==> src/rtl/cfg_rtr_pkg.sv <==
// Package: shared state encoding and size codes for the configuration router.
// Assumes a single outstanding request at any time.
package cfg_rtr_pkg;
    typedef enum logic [1:0] {
        ST_IDLE   = 2'd0,
        ST_SETUP  = 2'd1,
        ST_ACCESS = 2'd2,
        ST_RESP   = 2'd3
    } rtr_state_t;

    localparam logic [1:0] SZ_BYTE = 2'd0;
    localparam logic [1:0] SZ_HALF = 2'd1;
endpackage

==> src/rtl/cfg_route_decode.sv <==
// Route decoder: classifies a request as local or remote, builds the
// target-selection word and the dword-aligned access address.
// Assumes BUS_W <= 8, DEV_W <= 8, FN_W <= 8 and DATA_W >= 25.
module cfg_route_decode #(
    parameter int unsigned ADDR_W     = 32,
    parameter int unsigned DATA_W     = 32,
    parameter int unsigned BUS_W      = 8,
    parameter int unsigned DEV_W      = 5,
    parameter int unsigned FN_W       = 3,
    parameter int unsigned OFF_W      = 12,
    parameter logic [31:0] LOCAL_BASE = 32'h0100_0000,
    parameter logic [31:0] REMOTE_OFS = 32'h0000_1000
) (
    input  logic [BUS_W-1:0]  bus,
    input  logic [DEV_W-1:0]  dev,
    input  logic [FN_W-1:0]   fn,
    input  logic [OFF_W-1:0]  off,
    output logic              is_local,
    output logic [DATA_W-1:0] sel_word,
    output logic [ADDR_W-1:0] access_addr
);
    localparam logic [ADDR_W-1:0] LOC_A = ADDR_W'(LOCAL_BASE);
    localparam logic [ADDR_W-1:0] REM_A = ADDR_W'(LOCAL_BASE + REMOTE_OFS);

    logic [ADDR_W-1:0] aligned_off;

    // Root bus is served by the local register space.
    assign is_local = (bus == '0);

    // Clear the two low offset bits to get a dword-aligned offset.
    assign aligned_off = ADDR_W'({off[OFF_W-1:2], 2'b00});

    // Select the base for the target space and add the aligned offset.
    assign access_addr = (is_local ? LOC_A : REM_A) + aligned_off;

    // Pack bus, device, function and cycle type into the selection word.
    always_comb begin
        sel_word               = '0;
        sel_word[16 +: BUS_W]  = bus;
        sel_word[8 +: DEV_W]   = dev;
        sel_word[0 +: FN_W]    = fn;
        sel_word[24]           = (bus != BUS_W'(1));
    end
endmodule

==> src/rtl/cfg_rd_align.sv <==
// Read aligner: moves the addressed lane of a returned dword down to bit 0
// and clears the bytes beyond the access size.
// Assumes DATA_W = 32 and size codes from cfg_rtr_pkg.
module cfg_rd_align #(
    parameter int unsigned DATA_W = 32
) (
    input  logic [DATA_W-1:0] dword,
    input  logic [1:0]        byte_sel,
    input  logic [1:0]        size,
    output logic [DATA_W-1:0] data
);
    import cfg_rtr_pkg::*;

    logic [DATA_W-1:0] shifted;

    // Shift the addressed byte lane down to bit 0.
    assign shifted = dword >> {byte_sel, 3'b000};

    // Mask to the requested size.
    always_comb begin
        case (size)
            SZ_BYTE: data = {{(DATA_W-8){1'b0}}, shifted[7:0]};
            SZ_HALF: data = {{(DATA_W-16){1'b0}}, shifted[15:0]};
            default: data = shifted;
        endcase
    end
endmodule

==> src/rtl/cfg_access_router.sv <==
// Configuration access router top. It accepts one host request, optionally
// writes the target-selection register, then performs the data access and
// returns a one-cycle response.
// Assumes the fabric holds fab_rdata valid while fab_ack is high.
module cfg_access_router #(
    parameter int unsigned ADDR_W     = 32,
    parameter int unsigned DATA_W     = 32,
    parameter int unsigned BUS_W      = 8,
    parameter int unsigned DEV_W      = 5,
    parameter int unsigned FN_W       = 3,
    parameter int unsigned OFF_W      = 12,
    parameter logic [31:0] LOCAL_BASE = 32'h0100_0000,
    parameter logic [31:0] APP_BASE   = 32'h0210_0000,
    parameter logic [31:0] SEL_OFS    = 32'h0000_0008,
    parameter logic [31:0] REMOTE_OFS = 32'h0000_1000
) (
    input  logic              clk,
    input  logic              rst_n,
    input  logic              req_valid,
    input  logic              req_write,
    input  logic [BUS_W-1:0]  req_bus,
    input  logic [DEV_W-1:0]  req_dev,
    input  logic [FN_W-1:0]   req_fn,
    input  logic [OFF_W-1:0]  req_off,
    input  logic [1:0]        req_size,
    input  logic [DATA_W-1:0] req_wdata,
    output logic              busy,
    output logic              rsp_valid,
    output logic [DATA_W-1:0] rsp_rdata,
    output logic              fab_req,
    output logic              fab_we,
    output logic [ADDR_W-1:0] fab_addr,
    output logic [DATA_W-1:0] fab_wdata,
    input  logic              fab_ack,
    input  logic [DATA_W-1:0] fab_rdata
);
    import cfg_rtr_pkg::*;

    localparam logic [ADDR_W-1:0] SEL_ADDR = ADDR_W'(APP_BASE + SEL_OFS);

    rtr_state_t        state_q;
    logic              wr_q;
    logic [BUS_W-1:0]  bus_q;
    logic [DEV_W-1:0]  dev_q;
    logic [FN_W-1:0]   fn_q;
    logic [OFF_W-1:0]  off_q;
    logic [1:0]        size_q;
    logic [DATA_W-1:0] wdata_q;

    logic              is_local;
    logic [DATA_W-1:0] sel_word;
    logic [ADDR_W-1:0] access_addr;
    logic [DATA_W-1:0] rd_aligned;

    cfg_route_decode #(
        .ADDR_W(ADDR_W), .DATA_W(DATA_W), .BUS_W(BUS_W), .DEV_W(DEV_W),
        .FN_W(FN_W), .OFF_W(OFF_W), .LOCAL_BASE(LOCAL_BASE),
        .REMOTE_OFS(REMOTE_OFS)
    ) i_decode (
        .bus(bus_q), .dev(dev_q), .fn(fn_q), .off(off_q),
        .is_local(is_local), .sel_word(sel_word), .access_addr(access_addr)
    );

    cfg_rd_align #(.DATA_W(DATA_W)) i_align (
        .dword(fab_rdata), .byte_sel(off_q[1:0]), .size(size_q),
        .data(rd_aligned)
    );

    // Sequence: accept, optional selection write, data access, response.
    always_ff @(posedge clk) begin
        if (!rst_n) begin
            state_q   <= ST_IDLE;
            wr_q      <= 1'b0;
            bus_q     <= '0;
            dev_q     <= '0;
            fn_q      <= '0;
            off_q     <= '0;
            size_q    <= '0;
            wdata_q   <= '0;
            rsp_rdata <= '0;
        end else begin
            case (state_q)
                ST_IDLE: if (req_valid) begin
                    wr_q    <= req_write;
                    bus_q   <= req_bus;
                    dev_q   <= req_dev;
                    fn_q    <= req_fn;
                    off_q   <= req_off;
                    size_q  <= req_size;
                    wdata_q <= req_wdata;
                    state_q <= (req_bus == '0) ? ST_ACCESS : ST_SETUP;
                end
                ST_SETUP: if (fab_ack) state_q <= ST_ACCESS;
                ST_ACCESS: if (fab_ack) begin
                    rsp_rdata <= wr_q ? '0 : rd_aligned;
                    state_q   <= ST_RESP;
                end
                default: state_q <= ST_IDLE;
            endcase
        end
    end

    // Host-side status decoded from the sequencer state.
    assign busy      = (state_q != ST_IDLE);
    assign rsp_valid = (state_q == ST_RESP);

    // Fabric port: selection write in SETUP, data access in ACCESS.
    always_comb begin
        fab_req   = (state_q == ST_SETUP) || (state_q == ST_ACCESS);
        fab_we    = (state_q == ST_SETUP) ? 1'b1 : wr_q;
        fab_addr  = (state_q == ST_SETUP) ? SEL_ADDR : access_addr;
        fab_wdata = (state_q == ST_SETUP) ? sel_word : wdata_q;
    end

    AST_LOCAL_NO_SEL: assert property (@(posedge clk) disable iff (!rst_n)
        fab_req && (fab_addr == SEL_ADDR) |-> (bus_q != '0));
    AST_SEL_SPARE_ZERO: assert property (@(posedge clk) disable iff (!rst_n)
        (state_q == ST_SETUP) |-> (fab_wdata[31:25] == '0) && (fab_wdata[15:13] == '0)
                                  && (fab_wdata[7:3] == '0) && fab_we);
    AST_CYCLE_TYPE: assert property (@(posedge clk) disable iff (!rst_n)
        (state_q == ST_SETUP) |-> (fab_wdata[24] == (bus_q != BUS_W'(1))));
    AST_ADDR_ALIGNED: assert property (@(posedge clk) disable iff (!rst_n)
        fab_req |-> (fab_addr[1:0] == 2'b00));
    AST_FAB_HOLD: assert property (@(posedge clk) disable iff (!rst_n)
        fab_req && !fab_ack |=> fab_req && $stable(fab_addr) && $stable(fab_wdata)
                                && $stable(fab_we));
    AST_BUSY_IGNORE: assert property (@(posedge clk) disable iff (!rst_n)
        busy && req_valid |=> $stable(bus_q) && $stable(off_q) && $stable(wr_q));
    AST_RSP_ONE_CYCLE: assert property (@(posedge clk) disable iff (!rst_n)
        rsp_valid |=> !rsp_valid);
endmodule

==> config.mk <==
export PLATFORM = sky130hd
export DESIGN_NAME = cfg_access_router
export DESIGN_NICKNAME = d
export VERILOG_FILES = /design/src/rtl/cfg_rtr_pkg.sv /design/src/rtl/cfg_route_decode.sv /design/src/rtl/cfg_rd_align.sv /design/src/rtl/cfg_access_router.sv
export SDC_FILE = /design/constraint.sdc
export NUM_CORES = 1
export LEC_CHECK = 0
export BUFFER_PORTS_ARGS = -buffer_cell sky130_fd_sc_hd__buf_4
export CAP_MARGIN = 20
export CORE_UTILIZATION = 44
export CTS_BUF_LIST = sky130_fd_sc_hd__clkbuf_4 sky130_fd_sc_hd__clkbuf_8
export DETAILED_ROUTE_END_ITERATION = 7
export PLACE_DENSITY = 0.75
export SLEW_MARGIN = 20
export SYNTH_ARGS = -nofsm -noshare
export SYNTH_HDL_FRONTEND = slang
export SYNTH_SLANG_ARGS = --single-unit
export TNS_END_PERCENT = 1
==> constraint.sdc <==
create_clock -name clk -period 1.5 [get_ports clk]
set_input_delay 0.15 -clock clk [delete_from_list [all_inputs] [get_ports clk]]
set_output_delay 0.15 -clock clk [all_outputs]
set_load 0.01 [all_outputs]
-- Word level (Yosys, flattened, before mapping)
Index checks and enable logic that the tools add are counted.
Widths: inputs -> output; s select.
- register bits after elaboration: 97
- bits in latches: 0
- memory bits (writable): 0
- ROM bits: 0
- input port bits: 99
- output and inout bits: 100
- logic and storage cells: 39
- memories: 0
- $add $sub $neg: 1
- $mul: 0
- div/mod/pow operators: 0
- $lt $le $gt $ge: 0
- equal/unequal tests: 8
- shift operators: 1
- muxes and demuxes: 11
- bitwise operators: 0
- reductions and logical operators: 9
- operators with widths (cell ; number):
    $mux 32 ; 3
    $pmux 32 s2 ; 1
    $add 32x12->32 ; 1
    $shr 32x5->32 ; 1
    $logic_not 8->1 ; 2
    $mux 13 ; 1
    $mux 2 ; 4
    $ne 8x1->1 const B ; 1
    $ne 2x2->1 const B ; 3
    $pmux 2 s3 ; 1
    $eq 2x1->1 const B ; 2
    $eq 2x2->1 const B ; 2
    $logic_not 2->1 ; 2
    $reduce_and 2->1 ; 2
    $reduce_and 3->1 ; 1
    $reduce_bool 2->1 ; 1
    $logic_or 1x1->1 ; 1
    $mux 1 ; 1

-- Depth between registers and ports, before layout
- depth in word-level cells: 4
- gate-level depth with buffers: 7
- mapped depth without buffers: 6

-- Cells and area by module
From an unflattened synthesis, not the netlist that was laid out.
- cells, all modules: 661
- area, all modules: 5979.5 um^2
- modules (own cells, without submodules) (module ; instances ; cells an instance ; area each (um^2) ; seq. area each (um^2)):
    cfg_access_router ; 1 ; 514 ; 4822.1 ; 1941.9
    cfg_rd_align ; 1 ; 77 ; 645.6 ; 0.0
    cfg_route_decode ; 1 ; 70 ; 511.7 ; 0.0

-- Worst setup path after synthesis
OpenSTA, ideal clock, no wires.
- path kind: flip-flop to output port
- start point: register state_q[1]
- end point: output port fab_wdata[11]
- arrival time: 1477 ps
- setup slack: -127 ps
- stages on the path, launching flop included: 6
- cell sequence: dfxtp_1 -> inv_1 -> ha_1 -> buf_2 -> buf_2 -> mux2_2
- cells in the longest elaborated chain, start to end: 2
- ends and longest elaborated chain (element ; line ; text):
    from (decl) ; cfg_access_router.sv:41 ; rtr_state_t state_q;
    from (signal assigned) ; cfg_access_router.sv:91 ; state_q <= (req_bus == '0) ? ST_ACCESS : ST_SETUP;
    $eq 2x1->1 ; cfg_access_router.sv:112 ; fab_wdata = (state_q == ST_SETUP) ? sel_word : wdata_q;
    $mux 32 ; cfg_access_router.sv:112 ;
    to (decl) ; cfg_access_router.sv:33 ; output logic [DATA_W-1:0] fab_wdata,
Every way passes these cells.

-- Final worst setup path
- start point: register bus_q[3]
- end point: output port fab_wdata[24]
- cells in the longest elaborated chain, start to end: 2
- ends and longest elaborated chain (element ; line ; text):
    from (decl) ; cfg_access_router.sv:43 ; logic [BUS_W-1:0] bus_q;
    from (signal assigned) ; cfg_access_router.sv:85 ; bus_q <= req_bus;
    $ne 8x1->1 ; cfg_route_decode.sv:42 ; sel_word[24] = (bus != BUS_W'(1));
    $mux 32 ; cfg_access_router.sv:112 ;
Every way passes these cells.

==> metrics.txt <==
Hold Path End=wdata_q[14]; critical path class=flip-flop to output pin; fin cells=843; Reg2Reg Setup Slack=-0.03 ns; final hold slack=0.0272 ns; DRC Markers=0; number of placement rows=36; syn avg cell area=8.36 sq um; GR Util All Layers=0.232; Syn Inst Count=535; leakage=0.00281 uW; number of iterations in the first detailed-routing pass=4; Worst path top cell family by delay=simple AND/OR/NAND/NOR gates; Antenna Nets Post-Route=0; Layout area overhead=41.8%; slowest CP cell=or4_4; via count=4295; Synth cell types=38; routed vias/inst=5.09; grt total ovfl=0; dpl hpwl=8640 um; routed wire length=12400 um; antenna cells=0; H-tree depth=3; Initial Utilization=0.455; vias in the first global route=4098; Buffers on Ports=180; Hold Startpoint=req_wdata[14]; CTS clock-pin slew for the worst setup and hold paths=0.09 ns; endpoint class of the critical path=output pin; worst setup slack after layout=-0.354 ns; RSZ-0062 raised after global routing=yes; status=finished with violations; final worst path period need=1.85 ns; CTS Hold Bufs=0; Hold Fails Final Rpt=0; Reg2Reg Launch Point=state_q[0]; post-layout util=0.646; EDFF count, synth=0; WL/cell=14.7 um; share of cells above drive strength 1=0.368; dominant synthesized flop cell=dfxtp_1; Tot Pwr=8950 uW; Die X=103 um; clock buffer depth=2; Max-Cap Viols=0; CP Data Arrival Time=1.70 ns; RD Place Congestion=0.866; post-synthesis sequential area ratio=0.434; Core ar.=9820 sq um; Die H=103 um; worst path bufs/invs=1; clock sinks=97; first-pass GRT wire length=19200 um; CP required=1.35 ns; CTS Root Cell=clkbuf_8; post-route clock period utilization=1.24; Worst Hold Class=primary input to flip-flop; CTS tree=built; ys async rst share=0; R2R Path End=rsp_rdata[14]; Critical Path Fanout Max=3; largest net degree at the start of global routing=64; I/O pins=199; Worst-Skew Late Latency=0.35 ns; #FFs+latches synth=97; crit-path cells=or4_4, nor4_4, a31oi_1, buf_4; drt initial violations=155; Inst Count DP=827; synthesized cell area=4470 sq um; Reg2Reg Depth=7; hold path depth=3; Peak VDD IR=0.884 mV; CTS Buf Count=9; YS warnings=0; fmax=540 MHz; die area=10600 sq um; failing checks=setup timing; initial antenna violation count=0; fillers=873; CP max stage delay=0.54 ns; CP startpoint kind=flip-flop; Final Setup Violations=53; P per Cell Area=1410 nW/um^2; Slew Viols, Final=0; nets@finish=809; Setup Skew=0.0102 ns
-- flip-flops by register name, indices dropped and copies added, names as in the netlist --
signal / flops
wr_q: 1
fn_q: 3
rsp_rdata: 32
bus_q: 8
dev_q: 5
off_q: 12
wdata_q: 32
size_q: 2
state_q: 2
-- layer usage --
layer	global-route usage	routed length (um)
met1	0.287	5370
met2	0.392	5800
met3	0.0583	943
met4	0.0823	255
met5	0	0
-- timing repair --
item,4_1_cts,5_1_grt
pin swaps,3,0
endpoints found under the setup margin,66,69
gates resized for setup,40,12
buffers inserted,0,0
gates cloned,1,0
-- tightest hold or removal path, cell delays in order --
cell     delay [ns]
buf_4          0.11
nand2_1        0.04
a21oi_1        0.05
-- where the power goes --
| group | internal (uW) | switching [uW] | total, uW |
|---|---|---|---|
| Combinational | 2010 | 2030 | 4040 |
| Sequential | 2950 | 228 | 3170 |
| Clock | 857 | 880 | 1740 |
-- worst max path at each step --
stage / start / end / cells after the start
global placement: bus_q[3] / fab_wdata[24] / 4
finish: bus_q[3] / fab_wdata[24] / 4
detailed placement: state_q[0] / rsp_rdata[7] / 6
floorplan: state_q[0] / rsp_rdata[30] / 7
global route: bus_q[3] / fab_wdata[24] / 4
CTS: bus_q[3] / fab_wdata[24] / 4
-- cells in the mapped netlist (4+ instances only) --
cell type | number | share of area
mux2i_1 | 16 | 0.036
ha_1 | 4 | 0.011
buf_2 | 12 | 0.013
nand2_1 | 135 | 0.11
clkbuf_1 | 21 | 0.018
and2b_4 | 4 | 0.0090
buf_4 | 19 | 0.032
a32oi_1 | 8 | 0.016
nor2b_1 | 26 | 0.036
a2bb2oi_1 | 8 | 0.016
a211o_1 | 9 | 0.018
buf_6 | 4 | 0.010
inv_1 | 5 | 0.0042
dfxtp_1 | 97 | 0.43
a21oi_1 | 66 | 0.074
mux2_2 | 16 | 0.040
o2bb2ai_1 | 7 | 0.014
a22oi_1 | 16 | 0.027
nor2_1 | 37 | 0.031
-- layout make-up --
cell class,count,area [sq um],share of cell area
multi-input cells,391,2320,0.366
flip-flops and latches,97,1950,0.307
repair buffers,201,1680,0.264
well taps,133,166,0.0262
clock buffers,11,151,0.0239
clock inverters,4,52.6,0.00829
inverters,6,25.0,0.00395
-- through the flow --
stage	setup slack [ns]	TNS, ns	cell area (sq um)
2_1_floorplan	0.00346	0	4540
3_3_place_gp	-0.0103	-0.0103	5940
3_5_place_dp	-0.0864	-1.31	5940
4_1_cts	-0.365	-9.50	6300
5_1_grt	-0.431	-13.12	6340
6_report	-0.354	-8.41	6340
-- cell usage in the layout, fill, tap and decap left out, drive strengths merged, types with 3 or more instances in the layout --
master / n
o2bb2ai: 8
and2b: 7
nor2b: 26
a211o: 9
a21oi: 66
buf: 201
a32oi: 8
a22oi: 16
ha: 4
conb: 18
nor4: 3
nand2: 136
clkbuf: 11
mux2i: 16
inv: 6
mux2: 16
dfxtp: 97
a2bb2oi: 8
clkinv: 3
nor2: 37
-- logic make-up (layout without fill, tap and decap cells) --
kind of cell               after synthesis  count (layout)  synth area share
AOI/OAI and AO/OA                      120             120             0.175
muxes                                   32              32            0.0761
DFF                                     97              97             0.434
adders and majority gates                4               4            0.0112
buffers and inverters                   64             222            0.0831
and+or+nand+nor                        217             217             0.219
other                                    1              18          0.000839
Note: power is estimated with default switching activity, not from simulation.
